==> src/rtl/lbist_pkg.sv <==
package lbist_pkg;

  typedef enum logic [1:0] {
    OSC_EXT  = 2'b00,
    OSC_12M5 = 2'b01,
    OSC_25M  = 2'b10,
    OSC_50M  = 2'b11
  } osc_e;

  typedef enum logic [1:0] {
    ST_IDLE,
    ST_WAIT,
    ST_CHECK,
    ST_RESULT
  } mon_st_e;

  // pin pair table: 01 -> 25 MHz, 10 -> 50 MHz
  function automatic osc_e decode_pin(input logic [1:0] code);
    case (code)
      2'b00:   return OSC_EXT;
      2'b01:   return OSC_25M;
      2'b10:   return OSC_50M;
      default: return OSC_12M5;
    endcase
  endfunction

  // register table: 01 -> 50 MHz, 10 -> 25 MHz
  function automatic osc_e decode_reg(input logic [1:0] code);
    case (code)
      2'b00:   return OSC_EXT;
      2'b01:   return OSC_50M;
      2'b10:   return OSC_25M;
      default: return OSC_12M5;
    endcase
  endfunction

endpackage

==> src/rtl/lbist_osc_decode.sv <==
module lbist_osc_decode
  import lbist_pkg::*;
(
  input  logic       en_i,
  input  logic       from_pin_i,
  input  logic [1:0] pin_code_i,
  input  logic [1:0] reg_code_i,
  output logic [1:0] osc_sel_o
);

  osc_e sel;

  always_comb begin
    if (!en_i)           sel = OSC_EXT;
    else if (from_pin_i) sel = decode_pin(pin_code_i);
    else                 sel = decode_reg(reg_code_i);
  end

  assign osc_sel_o = sel;

endmodule

==> src/rtl/lbist_err_counter.sv <==
module lbist_err_counter #(
  parameter int CNT_W = 8
) (
  input  logic             clk,
  input  logic             rst_n,
  input  logic             clr_i,
  input  logic             inc_i,
  output logic [CNT_W-1:0] cnt_o
);

  localparam logic [CNT_W-1:0] CNT_MAX = '1;
  localparam logic [CNT_W-1:0] CNT_ONE = CNT_W'(1);

  logic [CNT_W-1:0] cnt_q;

  always_ff @(posedge clk or negedge rst_n) begin
    if (!rst_n)                           cnt_q <= '0;
    else if (clr_i)                       cnt_q <= '0;
    else if (inc_i && cnt_q != CNT_MAX)   cnt_q <= cnt_q + CNT_ONE;
  end

  assign cnt_o = cnt_q;

  p_count_step_r3: assert property (@(posedge clk) disable iff (!rst_n)
    (inc_i && !clr_i && cnt_q != CNT_MAX) |=> (cnt_q == $past(cnt_q) + CNT_ONE));

  p_no_wrap_r4: assert property (@(posedge clk) disable iff (!rst_n)
    (cnt_q == CNT_MAX && !clr_i) |=> (cnt_q == CNT_MAX));

endmodule

==> src/rtl/lbist_pulse_gen.sv <==
module lbist_pulse_gen #(
  parameter int PULSE_CYC = 3,
  parameter int PEND_W    = 4
) (
  input  logic clk,
  input  logic rst_n,
  input  logic clr_i,
  input  logic req_i,
  output logic low_o
);

  localparam int LW = $clog2(PULSE_CYC + 1);
  localparam logic [LW-1:0]     LEFT_INIT = LW'(PULSE_CYC);
  localparam logic [LW-1:0]     LEFT_ONE  = LW'(1);
  localparam logic [PEND_W-1:0] PEND_MAX  = '1;
  localparam logic [PEND_W-1:0] PEND_ONE  = PEND_W'(1);

  logic [LW-1:0]     left_q;
  logic [PEND_W-1:0] pend_q;
  logic              start;

  // a new pulse may begin the cycle after the previous one ends
  assign start = (left_q == '0) && (req_i || pend_q != '0);

  always_ff @(posedge clk or negedge rst_n) begin
    if (!rst_n) begin
      left_q <= '0;
      pend_q <= '0;
    end else if (clr_i) begin
      left_q <= '0;
      pend_q <= '0;
    end else begin
      if (left_q != '0) left_q <= left_q - LEFT_ONE;
      else if (start)   left_q <= LEFT_INIT;

      if (req_i && !start) begin
        if (pend_q != PEND_MAX) pend_q <= pend_q + PEND_ONE;
      end else if (!req_i && start) begin
        pend_q <= pend_q - PEND_ONE;
      end
    end
  end

  assign low_o = (left_q != '0);

  p_pulse_hold_r6: assert property (@(posedge clk) disable iff (!rst_n)
    (left_q > LEFT_ONE && !clr_i) |=> low_o);

  p_queue_drains_r7: assert property (@(posedge clk) disable iff (!rst_n)
    (pend_q != '0 && !low_o && !clr_i) |=> low_o);

endmodule

==> src/rtl/lbist_monitor.sv <==
module lbist_monitor
  import lbist_pkg::*;
#(
  parameter int CNT_W     = 8,
  parameter int PULSE_CYC = 3,
  parameter int RES_CYC   = 4,
  parameter int PEND_W    = 4
) (
  input  logic             clk,
  input  logic             rst_n,
  input  logic             bist_en_pin_i,
  input  logic             bist_en_reg_i,
  input  logic             lock_i,
  input  logic             frm_valid_i,
  input  logic             frm_err_i,
  input  logic             sel_from_pin_i,
  input  logic [1:0]       sel_pin_i,
  input  logic [1:0]       sel_reg_i,
  output logic             pass_o,
  output logic [CNT_W-1:0] err_cnt_o,
  output logic [1:0]       osc_sel_o
);

  localparam int RES_W = $clog2(RES_CYC + 1);
  localparam logic [RES_W-1:0] RES_INIT = RES_W'(RES_CYC);
  localparam logic [RES_W-1:0] RES_ONE  = RES_W'(1);

  logic             en, en_q, en_rise;
  mon_st_e          st_q, st_d;
  logic [RES_W-1:0] res_q, res_d;
  logic             take, pulse_clr, pulse_low;

  assign en      = bist_en_pin_i | bist_en_reg_i;
  assign en_rise = en & ~en_q;

  always_comb begin
    st_d  = st_q;
    res_d = res_q;
    if (en_rise) begin
      st_d  = ST_WAIT;
      res_d = '0;
    end else begin
      unique case (st_q)
        ST_IDLE: st_d = ST_IDLE;
        ST_WAIT: begin
          if (!en) begin
            st_d  = ST_RESULT;
            res_d = RES_INIT;
          end else if (lock_i) begin
            st_d = ST_CHECK;
          end
        end
        ST_CHECK: begin
          if (!en) begin
            st_d  = ST_RESULT;
            res_d = RES_INIT;
          end else if (!lock_i) begin
            st_d = ST_WAIT;
          end
        end
        ST_RESULT: begin
          if (res_q <= RES_ONE) st_d = ST_IDLE;
          else                  res_d = res_q - RES_ONE;
        end
        default: st_d = ST_IDLE;
      endcase
    end
  end

  always_ff @(posedge clk or negedge rst_n) begin
    if (!rst_n) begin
      en_q  <= 1'b0;
      st_q  <= ST_IDLE;
      res_q <= '0;
    end else begin
      en_q  <= en;
      st_q  <= st_d;
      res_q <= res_d;
    end
  end

  assign take      = (st_q == ST_CHECK) && en && lock_i && frm_valid_i && frm_err_i;
  assign pulse_clr = en_rise || (st_q != ST_CHECK);

  lbist_err_counter #(.CNT_W(CNT_W)) u_cnt (
    .clk   (clk),
    .rst_n (rst_n),
    .clr_i (en_rise),
    .inc_i (take),
    .cnt_o (err_cnt_o)
  );

  lbist_pulse_gen #(.PULSE_CYC(PULSE_CYC), .PEND_W(PEND_W)) u_pulse (
    .clk   (clk),
    .rst_n (rst_n),
    .clr_i (pulse_clr),
    .req_i (take),
    .low_o (pulse_low)
  );

  lbist_osc_decode u_osc (
    .en_i       (en),
    .from_pin_i (sel_from_pin_i),
    .pin_code_i (sel_pin_i),
    .reg_code_i (sel_reg_i),
    .osc_sel_o  (osc_sel_o)
  );

  always_comb begin
    unique case (st_q)
      ST_CHECK:  pass_o = ~pulse_low;
      ST_RESULT: pass_o = (err_cnt_o == '0);
      default:   pass_o = 1'b0;
    endcase
  end

  p_check_entry_r2: assert property (@(posedge clk) disable iff (!rst_n)
    (st_q == ST_CHECK) |-> $past(en && lock_i));

  p_clear_on_start_r5: assert property (@(posedge clk) disable iff (!rst_n)
    en_rise |=> (err_cnt_o == '0));

  p_verdict_entry_r8: assert property (@(posedge clk) disable iff (!rst_n)
    ((st_q == ST_WAIT || st_q == ST_CHECK) && !en) |=> (st_q == ST_RESULT));

  p_count_held_r9: assert property (@(posedge clk) disable iff (!rst_n)
    ((st_q == ST_IDLE || st_q == ST_RESULT) && !en_rise) |=> $stable(err_cnt_o));

  p_lock_drop_r10: assert property (@(posedge clk) disable iff (!rst_n)
    (st_q == ST_CHECK && en && !lock_i) |=> !pass_o);

  p_sel_idle_r11: assert property (@(posedge clk) disable iff (!rst_n)
    !en |-> (osc_sel_o == 2'b00));

  p_pin_map_r12: assert property (@(posedge clk) disable iff (!rst_n)
    (en && sel_from_pin_i && sel_pin_i == 2'b10) |-> (osc_sel_o == 2'b11));

  p_reg_map_r13: assert property (@(posedge clk) disable iff (!rst_n)
    (en && !sel_from_pin_i && sel_reg_i == 2'b01) |-> (osc_sel_o == 2'b11));

endmodule

==> config.mk <==
export PLATFORM = sky130hd
export DESIGN_NAME = lbist_monitor
export DESIGN_NICKNAME = d
export VERILOG_FILES = /design/src/rtl/lbist_pkg.sv /design/src/rtl/lbist_osc_decode.sv /design/src/rtl/lbist_err_counter.sv /design/src/rtl/lbist_pulse_gen.sv /design/src/rtl/lbist_monitor.sv
export SDC_FILE = /design/constraint.sdc
export NUM_CORES = 1
export LEC_CHECK = 0
export ABC_AREA = 0
export BUFFER_PORTS_ARGS = -buffer_cell sky130_fd_sc_hd__buf_2
export CORE_ASPECT_RATIO = 1.1
export CORE_MARGIN = 3
export CORE_UTILIZATION = 45
export DETAILED_ROUTE_END_ITERATION = 10
export PLACE_DENSITY_LB_ADDON = 0.15
export SYNTH_ARGS = -nofsm -noshare
export SYNTH_HDL_FRONTEND = slang
export SYNTH_SLANG_ARGS = --single-unit
export TNS_END_PERCENT = 30
==> constraint.sdc <==
create_clock -name clk -period 6.1 [get_ports clk]
set_clock_uncertainty 0.05 [all_clocks]
set_input_delay 1.83 -clock clk [delete_from_list [all_inputs] [get_ports clk]]
set_output_delay 1.83 -clock clk [all_outputs]
set_load 0.1 [all_outputs]
==> results of run 1 <==
==> layout make-up <==
type,count,share of cell area
flip-flops and latches,20,0.318
multi-input cells,112,0.538
well taps,33,0.0262
clock buffers,3,0.0143
repair buffers,22,0.0700
inverters,14,0.0334
==> path summary, 6_finish.rpt <==
| path | to | slack [ns] | cells after the start |
|---|---|---|---|
| min in group asynchronous | u_pulse.pend_q[1] | 1.41 | 1 |
| worst max-delay path | osc_sel_o[1] | 1.35 | 5 |
| worst max register to register | u_pulse.pend_q[3] | 3.57 | 11 |
| max in group asynchronous | u_cnt.cnt_o[0] | 4.27 | 1 |
| worst min register to register | u_pulse.left_q[1] | 0.51 | 2 |
| worst min-delay path | u_pulse.left_q[1] | 0.51 | 2 |
==> placed cells by master (no fill, tap or decap), types with 2 or more instances in the layout <==
| cell | instances |
|---|---|
| sky130_fd_sc_hd__buf_2 | 22 |
| sky130_fd_sc_hd__dfrtp_1 | 20 |
| sky130_fd_sc_hd__nor2_1 | 18 |
| sky130_fd_sc_hd__inv_1 | 14 |
| sky130_fd_sc_hd__ha_1 | 12 |
| sky130_fd_sc_hd__a21oi_1 | 10 |
| sky130_fd_sc_hd__xnor2_1 | 6 |
| sky130_fd_sc_hd__nand2_1 | 5 |
| sky130_fd_sc_hd__nor3_1 | 5 |
| sky130_fd_sc_hd__o21ai_0 | 4 |
| sky130_fd_sc_hd__nand3_1 | 4 |
| sky130_fd_sc_hd__clkbuf_4 | 3 |
| sky130_fd_sc_hd__xor2_1 | 2 |
| sky130_fd_sc_hd__nor3_2 | 2 |
| sky130_fd_sc_hd__and3_1 | 2 |
| sky130_fd_sc_hd__nand4b_1 | 2 |
| sky130_fd_sc_hd__o31ai_1 | 2 |
| sky130_fd_sc_hd__o21ai_1 | 2 |
| sky130_fd_sc_hd__mux2i_1 | 2 |
| sky130_fd_sc_hd__or3_1 | 2 |
| sky130_fd_sc_hd__a21o_1 | 2 |
| sky130_fd_sc_hd__a211oi_1 | 2 |
==> routing by layer <==
metal	global-route usage	up-vias	wire length, um
li1	-	582	-
met1	0.229	548	1280
met2	0.298	20	1480
met3	0.0239	5	74
met4	0.0708	0	44
met5	0	-	0
==> cell families (layout without fill, tap and decap cells) <==
kind of cell | Yosys count | in the layout | share of synthesized area
fa+ha+maj | 13 | 13 | 0.122
simple gates | 52 | 52 | 0.214
buf+inv | 15 | 39 | 0.0402
compound gates | 37 | 37 | 0.202
mux | 2 | 2 | 0.0143
flops | 20 | 20 | 0.358
xor+xnor | 8 | 8 | 0.0501
==> metrics by stage <==
| step | total power, uW | hold slack, ns | util |
|---|---|---|---|
| 4_1_cts | 267 | 0.502 | 0.547 |
| 3_5_place_dp | 202 | 0.475 | 0.539 |
| 2_1_floorplan | 186 | 0.445 | - |
| 6_report | 263 | 0.510 | 0.547 |
| 3_3_place_gp | 201 | 0.466 | 0.539 |
| 5_1_grt | 280 | 0.574 | 0.547 |
==> flip-flops by register name, indices dropped and copies added (netlist names) <==
name,count
st_q,2
u_cnt.cnt_o,8
u_pulse.left_q,2
res_q,3
u_pulse.pend_q,4
en_q,1
==> power groups by stage <==
stage | combinational (uW) | sequential [uW] | clock (uW)
after detailed placement | 56.9 | 145 | 0
after floorplan | 40.3 | 146 | 0
after global routing | 62.5 | 144 | 73.0
final | 56.6 | 143 | 64.0
after global placement | 55.7 | 145 | 0
after CTS | 57.0 | 143 | 67.6
==> worst reg2reg max path, stage by stage, from the launching register on <==
cell and delay [ns]:
sky130_fd_sc_hd__dfrtp_1 0.44, sky130_fd_sc_hd__inv_1 0.07, sky130_fd_sc_hd__ha_1 0.27, sky130_fd_sc_hd__nand2_2 0.15, sky130_fd_sc_hd__nor3_4 0.24, sky130_fd_sc_hd__inv_1 0.10
sky130_fd_sc_hd__ha_1 0.28, sky130_fd_sc_hd__a21o_1 0.16, sky130_fd_sc_hd__a21oi_1 0.17, sky130_fd_sc_hd__xnor2_1 0.09, sky130_fd_sc_hd__or3_1 0.31, sky130_fd_sc_hd__a21oi_1 0.14
==> impl_metrics.ini, run 1 <==
[clock_network]
post-cts-setup-buffer-count = 0
clockRootBuffer = sky130_fd_sc_hd__clkbuf_4
count_of_cells_resized_by_post_cts_repair = 0
cts_inserted_buffers = 3
tritoncts_num_sinks = 20
postCtsHoldBufs = 0
clkTransAtPathRegs_ns = 0.11
ctsLongestPathBuffers = 2
cts_htree_levels = 1
clock_tree_from_tritoncts = built
clk-insertion-delay-late_ns = 0.30

[pwr]
cell_internal_pwr_uw = 178
combinationalPowerShare = 0.215
power_density_nw_per_um2 = 167
p_sw_frac = 0.324
seq_power_share = 0.542
power_frac_clock = 0.243
switching_power_uw = 85.2
irDropWorstVdd_v = 0.000113
static-leakage-power_uw = 0.000725

[routing]
totalWireLength_um = 2890
num_vias = 1155
drtIter0Drc = 44
route.detailed.vias_per_inst = 5.66
drt_pre_antenna_iters = 5
post_drt_wl_per_cell_um = 14.1
drc_errors = 0
drtAntennaViolNets = 0

[grt]
grt_antenna_before_repair = 0
grt_max_degree = 21
grt_overflow = 0
grt_pass1_wl_um = 5350
number_of_global_route_vias_before_repair = 1199
gr-usage-all-layers = 0.179

[setup_path]
path_delay_family = buffers and inverters
setup.worst_path.end_class = output port
cp_slowest_cell = sky130_fd_sc_hd__buf_2
cp.buffers_inverters = 3
crit_start = sel_pin_i[0]
r2r-start = st_q[0]
crit_type = in2out
most_numerous_cell_on_the_critical_path = sky130_fd_sc_hd__buf_2
worstPathArrival_ns = 2.87
worst_ep_required_time_ns = 4.22
worst-path-max-fanout = 2
path_cells = buf_2 -> inv_1 -> ha_1 -> a211oi_2 -> buf_2
start_kind = input port
crit_path_max_incr_delay_ns = 0.45

[synthesis]
mappedNetlistNets = 172
syn_inst = 147
edff_count_synth = 0
synth.avg_cell_area_um2 = 9.52
yosysWarnings = 0
async_reset_ff_frac = 1.00
yosysSeqAreaShare = 0.358
dominantRegCellSynth = sky130_fd_sc_hd__dfrtp_1
synth_area_um2 = 1400
ys_types = 48
synthMostInstantiatedCell = sky130_fd_sc_hd__dfrtp_1
synth_largest_type_area_fraction = 0.358
synth_top_area_cell = sky130_fd_sc_hd__dfrtp_1
postSynthRegisterBits = 20
synthTopCellsByCount = 20 x sky130_fd_sc_hd__dfrtp_1, 18 x sky130_fd_sc_hd__nor2_1, 14 x sky130_fd_sc_hd__inv_1
synth_area_leaders = sky130_fd_sc_hd__dfrtp_1 36%, sky130_fd_sc_hd__ha_1 11%, sky130_fd_sc_hd__nor2_1 4.8%

[timing]
setup_total_negative_slack_ns = 0
count_of_endpoints_failing_hold_in_the_final_timing_report = 0
final.period_utilization = 0.779
final.setup.worst_slack_ns = 1.35
worst_slew_margin_rel = 0.592
grt_setup_unrepaired = false
pin_slew_with_the_least_headroom_to_its_limit_ns = 0.610
upper_clock_frequency_limit_mhz = 210
final_period_demand_of_the_worst_path_ns = 4.75
maxSlewViolCount = 0
setup_violations = 0

[floorplanning]
die_span_y_um = 64.5
floorplan.initialDensity = 0.486
rows = 20
boundaryPins = 23
design.core.area_um2 = 2880
fp.dieW_um = 59.2
dieArea_um2 = 3810

[run_status]
run_status = finished clean

[placed_design]
pre_cts_ws_ns = 1.34
routabilityCongestion = 0.871
placement.io_buffers = 22
placed_area_um2 = 1550
dp_hpwl_um = 2210
post-place-cells = 201

[run]
cap_viol_max_count = 0

[cells_and_area]
fin_nets = 198
inserted_diodes = 0
seqCellArea_um2 = 500
instances_no_fill = 204
post-route-cell-area_um2 = 1570
drive_above_1_share = 0.228
multi_input_gate_area_in_the_final_layout_um2 = 847
fillCellCount = 264
flow.area_growth_from_synthesis_pct = 12.5

[worst_hold_path]
worst_hold_path_type = reg2reg
hold_start = u_pulse.left_q[1]
No activity file was read; power rests on OpenSTA's default activity.
==> inputs of run 2 (changes only) <==
Settings changed: ABC_AREA 0 to 1.
Clock period 6.1 ns to 4.2 ns, I/O delays scaled along.
==> run 2 against run 1 <==
- largest cell class unchanged
- flip-flop and latch count stayed put
- power grew to 3.2 times the previous value
- area after synthesis is 1.9% higher
- critical endpoint unchanged
- core utilization is 0.82 points higher
- via count is 10% higher
- combinational power grew to 8.2 times the previous value
- die area is 1.7% higher
==> impl_metrics.ini, run 2 <==
[routing]
route.detailed.vias_per_inst = 5.18
drtIter0Drc = 55
post_drt_wl_per_cell_um = 11.9
num_vias = 1270
drtAntennaViolNets = 0
totalWireLength_um = 2920
drc_errors = 0
drt_pre_antenna_iters = 4

[pwr]
irDropWorstVdd_v = 0.000462
cell_internal_pwr_uw = 406
combinationalPowerShare = 0.541
power_density_nw_per_um2 = 531
p_sw_frac = 0.525
switching_power_uw = 449
seq_power_share = 0.326
static-leakage-power_uw = 0.000812
power_frac_clock = 0.133

[synthesis]
syn_inst = 187
synthMostInstantiatedCell = sky130_fd_sc_hd__nand2_1
synthTopCellsByCount = 32 x sky130_fd_sc_hd__nand2_1, 26 x sky130_fd_sc_hd__inv_1, 20 x sky130_fd_sc_hd__dfrtp_1
synth.avg_cell_area_um2 = 7.62
mappedNetlistNets = 212
synth_top_area_cell = sky130_fd_sc_hd__dfrtp_1
ys_types = 25
yosysWarnings = 0
edff_count_synth = 0
postSynthRegisterBits = 20
synth_area_um2 = 1430
synth_largest_type_area_fraction = 0.351
synth_area_leaders = sky130_fd_sc_hd__dfrtp_1 35%, sky130_fd_sc_hd__ha_1 11%, sky130_fd_sc_hd__nand2_1 8.4%
async_reset_ff_frac = 1.00
yosysSeqAreaShare = 0.351
dominantRegCellSynth = sky130_fd_sc_hd__dfrtp_1

[setup_path]
cp_slowest_cell = sky130_fd_sc_hd__buf_2
r2r-start = st_q[0]
number_of_logic_stages_on_the_critical_path_including_buffering = 7
rr_endpoint = u_pulse.pend_q[3]
cp.buffers_inverters = 4
ff2ff_setup_slack_ns = 1.92
crit_start = sel_pin_i[0]
worst_ep_required_time_ns = 2.89
critPathCapture = osc_sel_o[1]
crit_path_max_incr_delay_ns = 0.41
path_cells = buf_2 -> inv_1 -> ha_1 -> a21oi_1 -> o21ai_0 -> inv_1 -> buf_2
worst-path-max-fanout = 2
crit_type = in2out
start_kind = input port
path_delay_family = buffers and inverters
setup.worst_path.end_class = output port
worst_r2r_path_depth = 14
worstPathArrival_ns = 2.33

[timing]
upper_clock_frequency_limit_mhz = 274
final.period_utilization = 0.868
maxSlewViolCount = 0
grt_setup_unrepaired = false
setup_total_negative_slack_ns = 0
pin_slew_with_the_least_headroom_to_its_limit_ns = 0.488
worst_slew_margin_rel = 0.677
final_period_demand_of_the_worst_path_ns = 3.64
setup_violations = 0
count_of_endpoints_failing_hold_in_the_final_timing_report = 0

[clock_network]
post-cts-setup-buffer-count = 0
clk-insertion-delay-late_ns = 0.30
cts_htree_levels = 1
ctsLongestPathBuffers = 2
tritoncts_num_sinks = 20
postCtsHoldBufs = 0
clkTransAtPathRegs_ns = 0.11
cts_inserted_buffers = 3
count_of_cells_resized_by_post_cts_repair = 0
clockRootBuffer = sky130_fd_sc_hd__clkbuf_4
clock_tree_from_tritoncts = built

[grt]
grt_overflow = 0
grt_max_degree = 21
gr-usage-all-layers = 0.174
grt_pass1_wl_um = 5300
grt_antenna_before_repair = 0
number_of_global_route_vias_before_repair = 1234

[placed_design]
routabilityCongestion = 0.813
placed_area_um2 = 1580
dp_hpwl_um = 2330
placement.io_buffers = 22

[cells_and_area]
drive_above_1_share = 0.193
layout.cells.most_common = sky130_fd_sc_hd__nand2_1
largest_reg_flops = 8
post-route-cell-area_um2 = 1610
inserted_diodes = 0
fin_nets = 238
flow.area_growth_from_synthesis_pct = 13.1
fillCellCount = 290
most-common-layout-cells = 32 x sky130_fd_sc_hd__nand2_1, 26 x sky130_fd_sc_hd__inv_1, 22 x sky130_fd_sc_hd__buf_2

[floorplanning]
design.core.area_um2 = 2900
fp.dieW_um = 59.7
dieArea_um2 = 3880
floorplan.initialDensity = 0.491
boundaryPins = 23
die_span_y_um = 65.0
rows = 20

[worst_hold_path]
worst_hold_path_type = reg2reg
hold_start = u_pulse.pend_q[0]

[run_status]
run_status = finished clean

[run]
cap_viol_max_count = 0
==> run 2: cell types whose count changed after synthesis, moves of 4 or more <==
cell / change
sky130_fd_sc_hd__nor2_4: +4
sky130_fd_sc_hd__inv_1: +12
sky130_fd_sc_hd__nand4_1: +5
sky130_fd_sc_hd__xnor2_1: -6
sky130_fd_sc_hd__nor3_1: -5
sky130_fd_sc_hd__nand2_1: +27
sky130_fd_sc_hd__xor2_1: +4
sky130_fd_sc_hd__o21ai_1: +13
sky130_fd_sc_hd__nand3_1: +13
==> run 2: kinds of logic after synthesis <==
family,synth area share
AO/OA/AOI/OAI,0.119
buffers and inverters,0.0860
AND/OR/NAND/NOR,0.287
adder cells (fa/ha/maj),0.119
XOR/XNOR,0.0369
flip-flops,0.351
==> run 2: worst min-delay path by stage <==
stage / to / slack, ns / cells past startpoint
2_1_floorplan: u_pulse.pend_q[0] / 0.41 / 1
3_3_place_gp: u_pulse.pend_q[0] / 0.44 / 1
3_5_place_dp: u_pulse.pend_q[0] / 0.45 / 1
4_1_cts: u_pulse.pend_q[0] / 0.46 / 1
5_1_grt: u_pulse.pend_q[0] / 0.50 / 1
6_report: u_pulse.pend_q[0] / 0.47 / 1
==> run 2: final cells by class <==
cell class                      instances  area, um2  area share
Sequential cell                        20        500       0.311
Multi-Input combinational cell        136        806       0.500
Inverter                               30        118      0.0730
Timing Repair Buffer                   22        110      0.0683
Tap cell                               33       41.3      0.0256
Clock buffer                            4       36.3      0.0225
==> run 2: power groups by stage <==
stage          registers, uW  logic [uW]  clock network (uW)
5_1_grt                  287         515                 127
2_1_floorplan            389         264                   0
3_5_place_dp             284         464                   0
6_report                 279         463                 114
3_3_place_gp             279         449                   0
4_1_cts                  279         466                 119
==> run 2: per-layer routing <==
layer	GRT usage	up-vias	share of wire
met1	0.232	579	0.46
met3	0.0239	4	0.042
met4	0.0582	0	0.013
met2	0.284	27	0.48
met5	0	-	0
li1	-	660	-
==> run 2: metrics by stage <==
step                      power, uW  hold slack [ns]  worst slack (ns)  std cells   util
after floorplan                 653            0.411            0.0603        187      -
after global placement          728            0.442             0.585        241  0.543
after detailed placement        747            0.445             0.544        241  0.543
after CTS                       865            0.463             0.542        245  0.555
after global routing            930            0.497             0.450        245  0.555
final                           855            0.468             0.555        245  0.555
==> run 2: worst register-to-register path: cells and delay by family (launching register included) <==
kind,cells,cell delay [ns]
fa+ha+maj,2,0.57
simple gates,9,0.91
buf+inv,2,0.13
compound gates,1,0.11
flops,1,0.42
==> inputs of run 3 (changes only) <==
==> constraint.sdc (replaced) <==
create_clock -name clk -period 4.2 [get_ports clk]
set_clock_uncertainty 0.05 [all_clocks]
set_input_delay 0.42 -clock clk [delete_from_list [all_inputs] [get_ports clk]]
set_output_delay 0.42 -clock clk [all_outputs]
set_load 0.1 [all_outputs]
==> run 3 against run 2 <==
- global-route usage down 0.57 points
- critical path depth down 3
- clock power about the same
- power about the same
- largest cell class unchanged
==> impl_metrics.ini, run 3 (same netlist as run 2, synthesis figures left out) <==
[routing]
post_drt_wl_per_cell_um = 11.7
drc_errors = 0
totalWireLength_um = 2880
drtAntennaViolNets = 0
drt_pre_antenna_iters = 4
drtIter0Drc = 52
num_vias = 1302
route.detailed.vias_per_inst = 5.31

[clock_network]
ctsLongestPathBuffers = 2
cts_inserted_buffers = 3
post-cts-setup-buffer-count = 0
clkTransAtPathRegs_ns = 0.12
count_of_cells_resized_by_post_cts_repair = 0
postCtsHoldBufs = 0
clk-insertion-delay-late_ns = 0.30
clock_tree_from_tritoncts = built
tritoncts_num_sinks = 20
cts_htree_levels = 1
clockRootBuffer = sky130_fd_sc_hd__clkbuf_4

[setup_path]
worst_ep_required_time_ns = 3.73
worstPathArrival_ns = 1.85
setup.worst_path.end_class = output port
start_kind = register
path_cells = nor4_1 -> nand4_1 -> o21ai_0 -> buf_2
worst-path-max-fanout = 5
crit_path_max_incr_delay_ns = 0.46
crit_type = reg2out
cp_slowest_cell = sky130_fd_sc_hd__buf_2

[cells_and_area]
most-common-layout-cells = 32 x sky130_fd_sc_hd__nand2_1, 26 x sky130_fd_sc_hd__inv_1, 22 x sky130_fd_sc_hd__buf_2
layout.cells.most_common = sky130_fd_sc_hd__nand2_1
fillCellCount = 272
fin_nets = 238
flow.area_growth_from_synthesis_pct = 12.8
drive_above_1_share = 0.189
largest_reg_flops = 8
inserted_diodes = 0

[timing]
final.period_utilization = 0.552
setup_violations = 0
count_of_endpoints_failing_hold_in_the_final_timing_report = 0
final.setup.worst_slack_ns = 1.88
maxSlewViolCount = 0
setup_total_negative_slack_ns = 0
worst_slew_margin_rel = 0.677
worst_hold_margin_ns = 0.00375
final_period_demand_of_the_worst_path_ns = 2.32
upper_clock_frequency_limit_mhz = 432
grt_setup_unrepaired = false
pin_slew_with_the_least_headroom_to_its_limit_ns = 0.488

[grt]
grt_antenna_before_repair = 0
gr-usage-all-layers = 0.168
grt_overflow = 0
grt_pass1_wl_um = 5150
grt_max_degree = 21
number_of_global_route_vias_before_repair = 1235

[pwr]
static-leakage-power_uw = 0.000812
irDropWorstVdd_v = 0.000554
power.total_uw = 855
power_density_nw_per_um2 = 532

[placed_design]
placement.io_buffers = 22
pre_cts_ws_ns = 1.96
dp_hpwl_um = 2250
routabilityCongestion = 0.811

[run_status]
run_status = finished clean

[floorplanning]
fp.dieW_um = 59.7
dieArea_um2 = 3880
floorplan.initialDensity = 0.491
boundaryPins = 23
rows = 20
design.core.area_um2 = 2900
die_span_y_um = 65.0

[worst_hold_path]
worst_hold_path_type = in2async

[run]
cap_viol_max_count = 0
run 3: cell counts in the layout (fill, tap and decap cells not counted):
No cell type changed its count.
run 3: worst paths after layout:
kind	startpoint	to	slack [ns]	depth (start not counted)
worst min-delay path	rst_n	u_cnt.cnt_o[6]	0.004	1
max in group asynchronous	rst_n	en_q	3.78	1
min in group clk	bist_en_pin_i	en_q	0.39	3
worst max-delay path	u_cnt.cnt_o[4]	pass_o	1.88	4
worst max register to register	st_q[0]	u_pulse.pend_q[3]	1.94	14
worst min register to register	u_pulse.pend_q[0]	u_pulse.pend_q[0]	0.47	1
run 3: stage by stage:
| stage | utilization | std cells | cell area [um2] |
|---|---|---|---|
| 2_1_floorplan | - | 187 | 1430 |
| 3_5_place_dp | 0.541 | 241 | 1570 |
| 3_3_place_gp | 0.541 | 241 | 1570 |
| 5_1_grt | 0.554 | 245 | 1610 |
| 4_1_cts | 0.554 | 245 | 1610 |
| 6_report | 0.554 | 245 | 1610 |
run 3: power by group:
part	internal (uW)	total, uW	switching (uW)
clock network	52.8	115	61.8
registers	235	277	42.0
logic	117	463	346
total	405	855	450
run 3: cell type report:
cell class | instances | area (um2) | share of cell area
multi-input combinational | 136 | 802 | 0.499
tap | 33 | 41.3 | 0.0257
clock buffer | 4 | 36.3 | 0.0226
timing repair buffer | 22 | 110 | 0.0685
inverter | 30 | 118 | 0.0732
sequential | 20 | 500 | 0.311
run 3: worst max-delay path, delay by kind of cell (launching register included):
kind	cells	cell delay, ns
flip-flops	1	0.45
AND/OR/NAND/NOR	2	0.50
buffers and inverters	1	0.46
AO/OA/AOI/OAI	1	0.13
run 3: layer usage:
metal  global-route usage  share of wire  vias to the layer above
li1                     -              -                      663
met1                0.210           0.44                      607
met2                0.292           0.51                       30
met3               0.0259          0.049                        2
met4               0.0499         0.0066                        0
met5                    0              0                        -
